<file path="config.mk">
export PLATFORM = sky130hd
export DESIGN_NAME = serrx_holdbuf
export DESIGN_NICKNAME = d
export VERILOG_FILES = /design/src/rtl/serrx_pkg.sv /design/src/rtl/serrx_frame_fmt.sv /design/src/rtl/serrx_queue.sv /design/src/rtl/serrx_port_map.sv /design/src/rtl/serrx_holdbuf.sv
export SDC_FILE = /design/constraint.sdc
export NUM_CORES = 1
export LEC_CHECK = 0
export CORE_AREA = 8 8 77 79
export CTS_BUF_LIST = sky130_fd_sc_hd__clkbuf_8
export DETAILED_ROUTE_END_ITERATION = 8
export DIE_AREA = 0 0 85 87
export HOLD_SLACK_MARGIN = 0.1
export PLACE_DENSITY = 0.76
export SLEW_MARGIN = 20
export SYNTH_ARGS = -nofsm -noshare
export SYNTH_HDL_FRONTEND = slang
export SYNTH_SLANG_ARGS = --single-unit
export TNS_END_PERCENT = 20
</file>
<file path="constraint.sdc">
create_clock -name clk -period 2.5 [get_ports clk]
set_input_delay 0.375 -clock clk [delete_from_list [all_inputs] [get_ports clk]]
set_output_delay 0.375 -clock clk [all_outputs]
set_load 0.05 [all_outputs]
</file>
<file path="src/rtl/serrx_pkg.sv">
package serrx_pkg;

    localparam int DATA_W = 9;

    typedef struct packed {
        logic              ovf;
        logic              ferr;
        logic              perr;
        logic [DATA_W-1:0] data;
    } frame_t;

    localparam int FRAME_W = $bits(frame_t);

    // High-byte bit positions
    localparam int HB_OVF  = 5;
    localparam int HB_FERR = 4;
    localparam int HB_PERR = 3;
    localparam int HB_RXC  = 2;
    localparam int HB_D8   = 0;

    function automatic logic ninth_bit(input logic nine, input logic lin,
                                       input logic d8, input logic resp);
        if (lin)
            return resp;
        return nine & d8;
    endfunction

    function automatic logic pop_on_high(input logic nine, input logic lowfirst);
        return nine & lowfirst;
    endfunction

endpackage

</file>
<file path="src/rtl/serrx_frame_fmt.sv">
module serrx_frame_fmt
    import serrx_pkg::*;
(
    input  logic              nine,
    input  logic              lin,
    input  logic              par_en,
    input  logic [DATA_W-1:0] raw_data,
    input  logic              raw_ferr,
    input  logic              raw_perr,
    input  logic              raw_resp,
    output frame_t            frm
);
    always_comb begin
        frm                 = '0;
        frm.data[DATA_W-2:0] = raw_data[DATA_W-2:0];
        frm.data[DATA_W-1]   = ninth_bit(nine, lin, raw_data[DATA_W-1], raw_resp);
        frm.ferr            = raw_ferr;
        frm.perr            = raw_perr & par_en;
        frm.ovf             = 1'b0;
    end
endmodule

</file>
<file path="src/rtl/serrx_queue.sv">
module serrx_queue
    import serrx_pkg::*;
#(
    parameter int DEPTH = 2
) (
    input  logic   clk,
    input  logic   rst,
    input  logic   push,
    input  frame_t push_frm,
    input  logic   pop,
    output frame_t head,
    output logic   head_valid
);
    localparam int CW = $clog2(DEPTH + 1);

    frame_t         q     [DEPTH];
    frame_t         nq    [DEPTH];
    logic [CW-1:0]  cnt, ncnt;
    frame_t         stg, nstg;
    logic           stg_v, nstg_v;

    always_comb begin
        nq     = q;
        ncnt   = cnt;
        nstg   = stg;
        nstg_v = stg_v;
        // retire the oldest entry
        if (pop && cnt != '0) begin
            for (int i = 0; i < DEPTH - 1; i++)
                nq[i] = q[i + 1];
            nq[DEPTH-1] = '0;
            ncnt        = cnt - 1'b1;
        end
        // a staged frame moves in as soon as a slot is free
        if (nstg_v && ncnt < CW'(DEPTH)) begin
            for (int i = 0; i < DEPTH; i++)
                if (CW'(i) == ncnt) nq[i] = stg;
            ncnt   = ncnt + 1'b1;
            nstg_v = 1'b0;
        end
        // accept the new frame
        if (push) begin
            if (ncnt < CW'(DEPTH)) begin
                for (int i = 0; i < DEPTH; i++)
                    if (CW'(i) == ncnt) nq[i] = push_frm;
                ncnt = ncnt + 1'b1;
            end else begin
                nstg     = push_frm;
                nstg.ovf = nstg_v;
                nstg_v   = 1'b1;
            end
        end
    end

    for (genvar g = 0; g < DEPTH; g++) begin : g_ent
        always_ff @(posedge clk) begin
            if (rst) q[g] <= '0;
            else     q[g] <= nq[g];
        end
    end

    always_ff @(posedge clk) begin
        if (rst) begin
            cnt   <= '0;
            stg   <= '0;
            stg_v <= 1'b0;
        end else begin
            cnt   <= ncnt;
            stg   <= nstg;
            stg_v <= nstg_v;
        end
    end

    assign head       = q[0];
    assign head_valid = (cnt != '0);


    stage_full_chk: assert property (@(posedge clk) disable iff (rst)
        stg_v |-> cnt == CW'(DEPTH));


    no_overflow_chk: assert property (@(posedge clk) disable iff (rst)
        (push && !pop && stg_v) |=> (stg_v && stg.ovf));


    push_pop_full_chk: assert property (@(posedge clk) disable iff (rst)
        (push && pop && stg_v) |=> (stg_v && !stg.ovf && cnt == CW'(DEPTH)));


    empty_pop_chk: assert property (@(posedge clk) disable iff (rst)
        (cnt == '0 && !push && !stg_v) |=> (cnt == '0));
endmodule

</file>
<file path="src/rtl/serrx_port_map.sv">
module serrx_port_map
    import serrx_pkg::*;
(
    input  logic       nine,
    input  logic       lowfirst,
    input  logic       spihost,
    input  logic       rd_lo,
    input  logic       rd_hi,
    input  frame_t     head,
    input  logic       head_valid,
    output logic       pop,
    output logic [7:0] lo_byte,
    output logic [7:0] hi_byte
);
    logic adv_hi;

    assign adv_hi = pop_on_high(nine, lowfirst);
    assign pop    = head_valid & (adv_hi ? rd_hi : rd_lo);

    always_comb begin
        lo_byte = 8'h00;
        hi_byte = 8'h00;
        if (head_valid) begin
            lo_byte          = head.data[7:0];
            hi_byte[HB_OVF]  = head.ovf  & ~spihost;
            hi_byte[HB_FERR] = head.ferr & ~spihost;
            hi_byte[HB_PERR] = head.perr;
            hi_byte[HB_RXC]  = 1'b1;
            hi_byte[HB_D8]   = head.data[DATA_W-1];
        end
    end
endmodule

</file>
<file path="src/rtl/serrx_holdbuf.sv">
module serrx_holdbuf
    import serrx_pkg::*;
#(
    parameter int DEPTH = 2
) (
    input  logic       clk,
    input  logic       rst,
    input  logic       cfg_nine,
    input  logic       cfg_lowfirst,
    input  logic       cfg_lin,
    input  logic       cfg_spihost,
    input  logic       cfg_par_en,
    input  logic       in_valid,
    input  logic [8:0] in_data,
    input  logic       in_ferr,
    input  logic       in_perr,
    input  logic       in_resp,
    input  logic       rd_lo,
    input  logic       rd_hi,
    output logic [7:0] lo_byte,
    output logic [7:0] hi_byte
);
    frame_t new_frm;
    frame_t head;
    logic   head_valid;
    logic   pop;

    serrx_frame_fmt u_fmt (
        .nine     (cfg_nine),
        .lin      (cfg_lin),
        .par_en   (cfg_par_en),
        .raw_data (in_data),
        .raw_ferr (in_ferr),
        .raw_perr (in_perr),
        .raw_resp (in_resp),
        .frm      (new_frm)
    );

    serrx_queue #(.DEPTH(DEPTH)) u_queue (
        .clk        (clk),
        .rst        (rst),
        .push       (in_valid),
        .push_frm   (new_frm),
        .pop        (pop),
        .head       (head),
        .head_valid (head_valid)
    );

    serrx_port_map u_map (
        .nine       (cfg_nine),
        .lowfirst   (cfg_lowfirst),
        .spihost    (cfg_spihost),
        .rd_lo      (rd_lo),
        .rd_hi      (rd_hi),
        .head       (head),
        .head_valid (head_valid),
        .pop        (pop),
        .lo_byte    (lo_byte),
        .hi_byte    (hi_byte)
    );


    empty_zero_chk: assert property (@(posedge clk) disable iff (rst)
        !head_valid |-> (lo_byte == 8'h00 && hi_byte == 8'h00));


    reserved_zero_chk: assert property (@(posedge clk) disable iff (rst)
        (hi_byte[7:6] == 2'b00 && hi_byte[1] == 1'b0));


    spi_mask_chk: assert property (@(posedge clk) disable iff (rst)
        cfg_spihost |-> hi_byte[5:4] == 2'b00);


    wrong_view_chk: assert property (@(posedge clk) disable iff (rst)
        (head_valid && !in_valid &&
         ((cfg_nine && cfg_lowfirst) ? (rd_lo && !rd_hi) : (rd_hi && !rd_lo)))
        |=> $stable(lo_byte) && $stable(hi_byte));
endmodule

</file>
==> metrics.txt, run 1 <==
startpoint type of the worst setup path=input port; top post-synthesis cells by area=dfxtp_1 35%, mux2_2 6.1%, mux2i_1 5.8%, mux2_4 4.7%, a211oi_1 4.0%; grt ovf=0; fill count=383; Critical Path AT=2.51 ns; Slew headroom=59.9%; die width=85 um; Die Height=87 um; DP Cell Count=333; CTS sink cnt=39; clk root buf=clkbuf_8; internal power=0.00189 W; placed instance area=0.00294 mm2; placer's final routability congestion estimate=0.820; synth unique cells=50; post-synthesis xor/xnor area fraction=0.786%; DRT antenna net count=0; vias in the first global route=1870; Leakage=1.29 nW; core area=0.00485 mm2; path type of the worst min-delay path=reg -> reg; max incr delay on CP=0.47 ns; share of cells above drive strength 1=29.5%; async set-or-reset flop fraction in the synthesized netlist=0%; Pre-antenna DRT Iters=4; via/cell ratio=5.54; CP Cell Sequence=clkdlybuf4s50_1, and3_4, o21ai_2, mux2i_1, xnor2_1, ha_1, nand2_1, inv_1, a21oi_1, buf_4, a22o_1; die area=0.00740 mm2; sequential-to-total area share from yosys stat=35.0%; Post-Syn Area=0.00223 mm2; P_sw=0.00114 W; Boundary Pins=38; hpwl dp=4040 um; critical path's top delay family=buffers and inverters; Seq pwr share=28.6%; switching portion of total power=37.5%; starting density of the core=46.0%; MaxCap Viol Count=0; fin. max-slew vios=0; Setup violations, final=0; Clock power frac=17.3%; outcome=complete, no violations; adder-cell area share of the yosys netlist=1.12%; Via Count=1889; htree depth=2; Port Buf Inserts=34; setup repair bufs after CTS=0; cells after synthesis=228; CP max stage cell=clkdlybuf4s50_1; initial antenna violation count=0; Compound-Gate Fraction of Synth Area=21.9%; total power=0.00303 W; top post-synthesis cells by count=39 x dfxtp_1, 22 x nor2_1, 13 x mux2i_1, 13 x nor2b_1; clock latency on the worst-skew pair=0.29 ns; critical setup path kind=in -> reg; EDFF count, synth=0; Worst Tran Pin Value=0.602 ns; CP Buf/Inv Count=3; period utilization=93.0%; CTS buffer count=5; antenna cells=0; Setup Skew=0.00927 ns; CTS tree=done; row cnt=26; average cell area after synthesis=9.78 um2; pin count of the biggest net entering global routing=23; PD cells=987 mW/mm2; simple-gate portion of the synthesized area=15.8%; Layout area overhead=37.8%; IR drop worst, VDD=0.422 mV; Max Buffers Root-to-Sink=2; CP Max Fanout=8; Clock transition at path regs=0.08 ns; nets=308; Starting DRT DRC Count=79; combinational share of power=54.1%; Yosys warning count=0; design area=0.00307 mm2; WL per Instance=16.0 um; post-synthesis mux area share=18.6%; Final Hold Viols=0; WP data required=2.68 ns; global-route wire length before repair=9040 um; post-synth top area cell=dfxtp_1; share of the synthesized area in the top cell type=35.0%; setup TNS=0 ns; gr usage total=15.2%; largest family of logic cells by synthesized area=compound AO/OA/AOI/OAI gates; Primary FF master, synth=dfxtp_1; RSZ-0062 raised after global routing=no; cts hold-fix bufs=0; fmax=430 MHz; Tmin final=2.32 ns; Post-Layout Cell Count=341; DRT Wirelength=5460 um; Yosys reg bits=39; Critical Path End Type=flip-flop; most common cell in the netlist=dfxtp_1; drt drc=0
-- layer usage --
layer	vias to the layer above	global-route usage (%)	share of wire [%]
li1	947	-	-
met3	10	2.92	3.8
met5	-	0	0
met4	0	6.47	1.7
met1	890	17.8	44
met2	42	26.2	50
-- cell usage in the layout, fill, tap and decap left out, drive strengths merged, types with 2 or more instances in the layout --
master and instances:
a2111oi 2, a211oi 12, a21boi 2, a21oi 5, a22o 10, a22oi 12, a32oi 2, and2 2
buf 46, clkbuf 5, clkdlybuf4s50 20, clkinv 2, conb 3, dfxtp 39, ha 2, inv 6
mux2 23, mux2i 13, nand2 9, nand2b 2, nand3 3, nand3b 3, nor2 22, nor2b 13
nor3b 3, o2111ai 2, o211ai 3, o21ai 4, xnor2 2
-- cell families (layout without fill, tap and decap cells) --
kind of cell    count (synthesis)  count (layout)
simple gates                   62              62
flops                          39              39
compound gates                 60              60
other cells                     1               3
buf+inv                        26              81
mux                            36              36
xor+xnor                        2               2
fa+ha+maj                       2               2
-- state kept, by name, indices dropped and copies added (netlist names) --
signal and count:
u_queue.head 12, u_queue.stg 12, u_queue.cnt 2, u_queue.q 12, u_queue.stg_v 1
-- final timing paths --
kind / from / to / slack [ns] / cells past startpoint
worst max-delay path: cfg_lowfirst / u_queue.head[5] / 0.18 / 11
worst min-delay path: u_queue.stg[9] / u_queue.stg[9] / 0.51 / 2
worst max register to register: u_queue.cnt[1] / u_queue.head[5] / 0.23 / 11
worst min register to register: u_queue.stg[9] / u_queue.stg[9] / 0.51 / 2
-- through the flow --
step | worst slack, ns | utilization [%] | hold slack, ns
after floorplan | -0.211 | - | 0.465
after global placement | -0.140 | 60.6 | 0.482
after detailed placement | -0.193 | 60.6 | 0.489
after CTS | 0.0648 | 63.0 | 0.505
after global routing | 0.0352 | 63.4 | 0.522
final | 0.176 | 63.4 | 0.515
-- power groups by stage --
stage | registers (W) | logic, W | clock network, W
after global routing | 0.000882 | 0.00178 | 0.000564
after floorplan | 0.000859 | 0.00106 | 0
final | 0.000866 | 0.00164 | 0.000524
after detailed placement | 0.000875 | 0.00161 | 0
after CTS | 0.000863 | 0.00161 | 0.000538
after global placement | 0.000869 | 0.00157 | 0
-- worst register-to-register path: stages, from the launching register on --
cell	delay, ns
dfxtp_1	0.35
inv_1	0.12
ha_4	0.31
and2b_2	0.18
o211ai_4	0.09
a32oi_2	0.26
ha_1	0.18
nand2_1	0.10
inv_1	0.10
a21oi_1	0.09
buf_4	0.20
a22o_1	0.20
-- area by class of cell --
type	instances	area, um2	share of cell area, %
timing repair buffer	67	758	24.7
sequential	39	781	25.4
clock buffer	5	68.8	2.24
inverter	6	22.5	0.733
clock inverter	3	43.8	1.43
multi-input combinational	165	1330	43.2
tap	56	70.1	2.28
-- what timing repair did --
| item | 4_1_cts | 5_1_grt |
|---|---|---|
| endpoints found under the hold margin | 0 | 0 |
| setup endpoints to repair | 0 | 23 |
| gates resized for setup | 0 | 5 |
Note: power is estimated with default switching activity, not from simulation.
==> run 2: changes to the inputs <==
--- a/config.mk
+++ b/config.mk
@@ -5,12 +5,12 @@
 export SDC_FILE = /design/constraint.sdc
 export NUM_CORES = 1
 export LEC_CHECK = 0
-export CORE_AREA = 8 8 77 79
+export CORE_AREA = 8 8 79 81
 export CTS_BUF_LIST = sky130_fd_sc_hd__clkbuf_8
 export DETAILED_ROUTE_END_ITERATION = 8
-export DIE_AREA = 0 0 85 87
+export DIE_AREA = 0 0 87 89
 export HOLD_SLACK_MARGIN = 0.1
-export PLACE_DENSITY = 0.76
+export PLACE_DENSITY = 0.69
 export SLEW_MARGIN = 20
 export SYNTH_ARGS = -nofsm -noshare
 export SYNTH_HDL_FRONTEND = slang
==> metrics.txt, run 2 (same netlist as run 1, synthesis figures left out) <==
outcome=complete, no violations; Die Height=89 um (+2.3%); Leakage=1.27 nW (-2.0%); RSZ-0062 raised after global routing=no; critical path's top delay family=buffers and inverters; DP Cell Count=346 (+3.9%); cts hold-fix bufs=0 (unchanged); placed instance area=0.00294 mm2 (about the same); DP Worst Slack=-0.0897 ns (+0.103 ns); fmax=432 MHz (+0.44%); worst hold slack=0.508 ns (-0.00689 ns); met2 Resource Use GR=24.7% (-1.5 points); Starting DRT DRC Count=63 (-20%); Setup violations, final=0 (unchanged); most common cell after layout, fill and taps aside=dfxtp_1; antenna cells=0 (unchanged); WP data required=2.73 ns (+0.05 ns); CTS tree=done; clock latency on the worst-skew pair=0.29 ns (about the same); most frequent cells in the layout=39 x dfxtp_1, 30 x buf_4, 22 x nor2_1; Reg2Reg Depth=12 (+1); Max Buffers Root-to-Sink=2 (unchanged); htree depth=2 (unchanged); WL per Instance=15.2 um (-5.2%); CP most frequent cell=buf_4; Final Hold Viols=0 (unchanged); initial antenna violation count=0 (unchanged); worst hold path stage count=2 (unchanged); drt drc=0 (unchanged); max incr delay on CP=0.48 ns (about the same); clk root buf=clkbuf_8; Critical Path AT=2.55 ns (+0.04 ns); grt ovf=0 (unchanged); IR drop worst, VDD=0.532 mV (+26%); Via Count=1885 (-0.21%); Layout area overhead=36.0%; PD cells=962 mW/mm2 (-2.5%); Pre-antenna DRT Iters=4 (unchanged); nets=307 (-0.32%); CTS buffer count=5 (unchanged); DRT Wirelength=5370 um (-1.6%); Crit path depth=11 (unchanged); period utilization=92.6% (-0.41 points); PnR worst setup slack=0.186 ns (+0.0103 ns); design area=0.00303 mm2 (-1.3%); startpoint type of the worst setup path=input port; CP Max Fanout=5 (-3); global-route wire length before repair=9040 um (unchanged); met1 Use GR=17.9% (+0.14 points); critical setup path kind=in -> reg; core area=0.00498 mm2 (+2.7%); setup repair bufs after CTS=0 (unchanged); CP max stage cell=clkdlybuf4s50_1; CP Cell Sequence=clkdlybuf4s50_1, and3_4, o21ai_2, mux2i_1, xnor2_1, ha_1, nand2_1, buf_4, nor3b_4, buf_4, a22o_1; die width=87 um (+2.4%); Clock transition at path regs=0.07 ns (about the same); GR peak layer=met2; placer's final routability congestion estimate=0.795 (-3.0%); DRT antenna net count=0 (unchanged); Slew headroom=56.6% (-3.3 points); pin count of the biggest net entering global routing=23 (unchanged); path type of the worst min-delay path=reg -> reg; Post-Layout Cell Count=354 (+3.8%); fin. max-slew vios=0 (unchanged); Tmin final=2.31 ns (-0.0103 ns); vias in the first global route=1882 (+0.64%); Critical Path End Type=flip-flop; hpwl dp=3910 um (-3.2%); Boundary Pins=38 (unchanged); starting density of the core=44.8% (-1.2 points); Worst Tran Pin Value=0.650 ns (+0.0476 ns); CTS sink cnt=39 (unchanged); Setup Skew=0.00263 ns (-0.00663 ns); via/cell ratio=5.32 (-3.9%); Port Buf Inserts=34 (unchanged); die area=0.00774 mm2 (+4.7%); GR met3 Demand/Resource=3.22% (+0.29 points); row cnt=26 (unchanged); gr usage total=14.6% (-0.59 points); CP Buf/Inv Count=3 (unchanged); share of cells above drive strength 1=28.5% (-0.95 points); MaxCap Viol Count=0 (unchanged)
==> run 2: worst paths after layout <==
kind,from,to,slack (ns)
max,cfg_lowfirst,u_queue.head[4],0.19
min reg2reg,u_queue.stg[9],u_queue.stg[9],0.51
max reg2reg,u_queue.cnt[1],u_queue.head[4],0.24
min,u_queue.stg[9],u_queue.stg[9],0.51
==> run 2: metal layers <==
layer | wire [um] | vias up | share of wire (%)
met2 | 2550 | 36 | 47
met1 | 2510 | 901 | 47
met5 | 0 | - | 0
li1 | - | 942 | -
met3 | 264 | 6 | 4.9
met4 | 45 | 0 | 0.84
==> run 2: timing repair <==
action,4_1_cts,5_1_grt
endpoints found under the setup margin,9,12
cloned,0,0
resized for setup,1,1
==> run 2: tightest hold or removal path, stage by stage (launching register included) <==
cell,delay (ns)
dfxtp_1,0.33
nand3b_1,0.08
o21ai_1,0.06
==> run 2: cell type report <==
cell class                      count  area, um2
Fill cell                         441       1940
Multi-Input combinational cell    165       1320
Sequential cell                    39        781
Timing Repair Buffer               66        736
Tap cell                           70       87.6
Clock buffer                        5       68.8
Inverter                            6       22.5
Clock inverter                      3       15.0
==> run 2: per-stage QoR <==
step | util, % | total power (W) | TNS, ns
2_1_floorplan | - | 0.00192 | -0.421
3_5_place_dp | 59.0 | 0.00249 | -0.728
3_3_place_gp | 59.0 | 0.00247 | -0.383
5_1_grt | 60.9 | 0.00309 | 0
4_1_cts | 60.7 | 0.00291 | 0
6_report | 60.9 | 0.00292 | 0
==> run 2: where the power goes <==
part	leakage (nW)	total, W	internal (W)	switching [W]
registers	0.318	0.000861	0.000776	0.0000848
logic	0.900	0.00165	0.000831	0.000820
clock network	0.0477	0.000405	0.000191	0.000214
==> run 3: changes to the inputs <==
--- a/config.mk
+++ b/config.mk
@@ -6,7 +6,6 @@
 export NUM_CORES = 1
 export LEC_CHECK = 0
 export CORE_AREA = 8 8 79 81
-export CTS_BUF_LIST = sky130_fd_sc_hd__clkbuf_8
 export DETAILED_ROUTE_END_ITERATION = 8
 export DIE_AREA = 0 0 87 89
 export HOLD_SLACK_MARGIN = 0.1
==> results of run 3 <==
Final layout, timing and power as in run 2 (identical DEF).
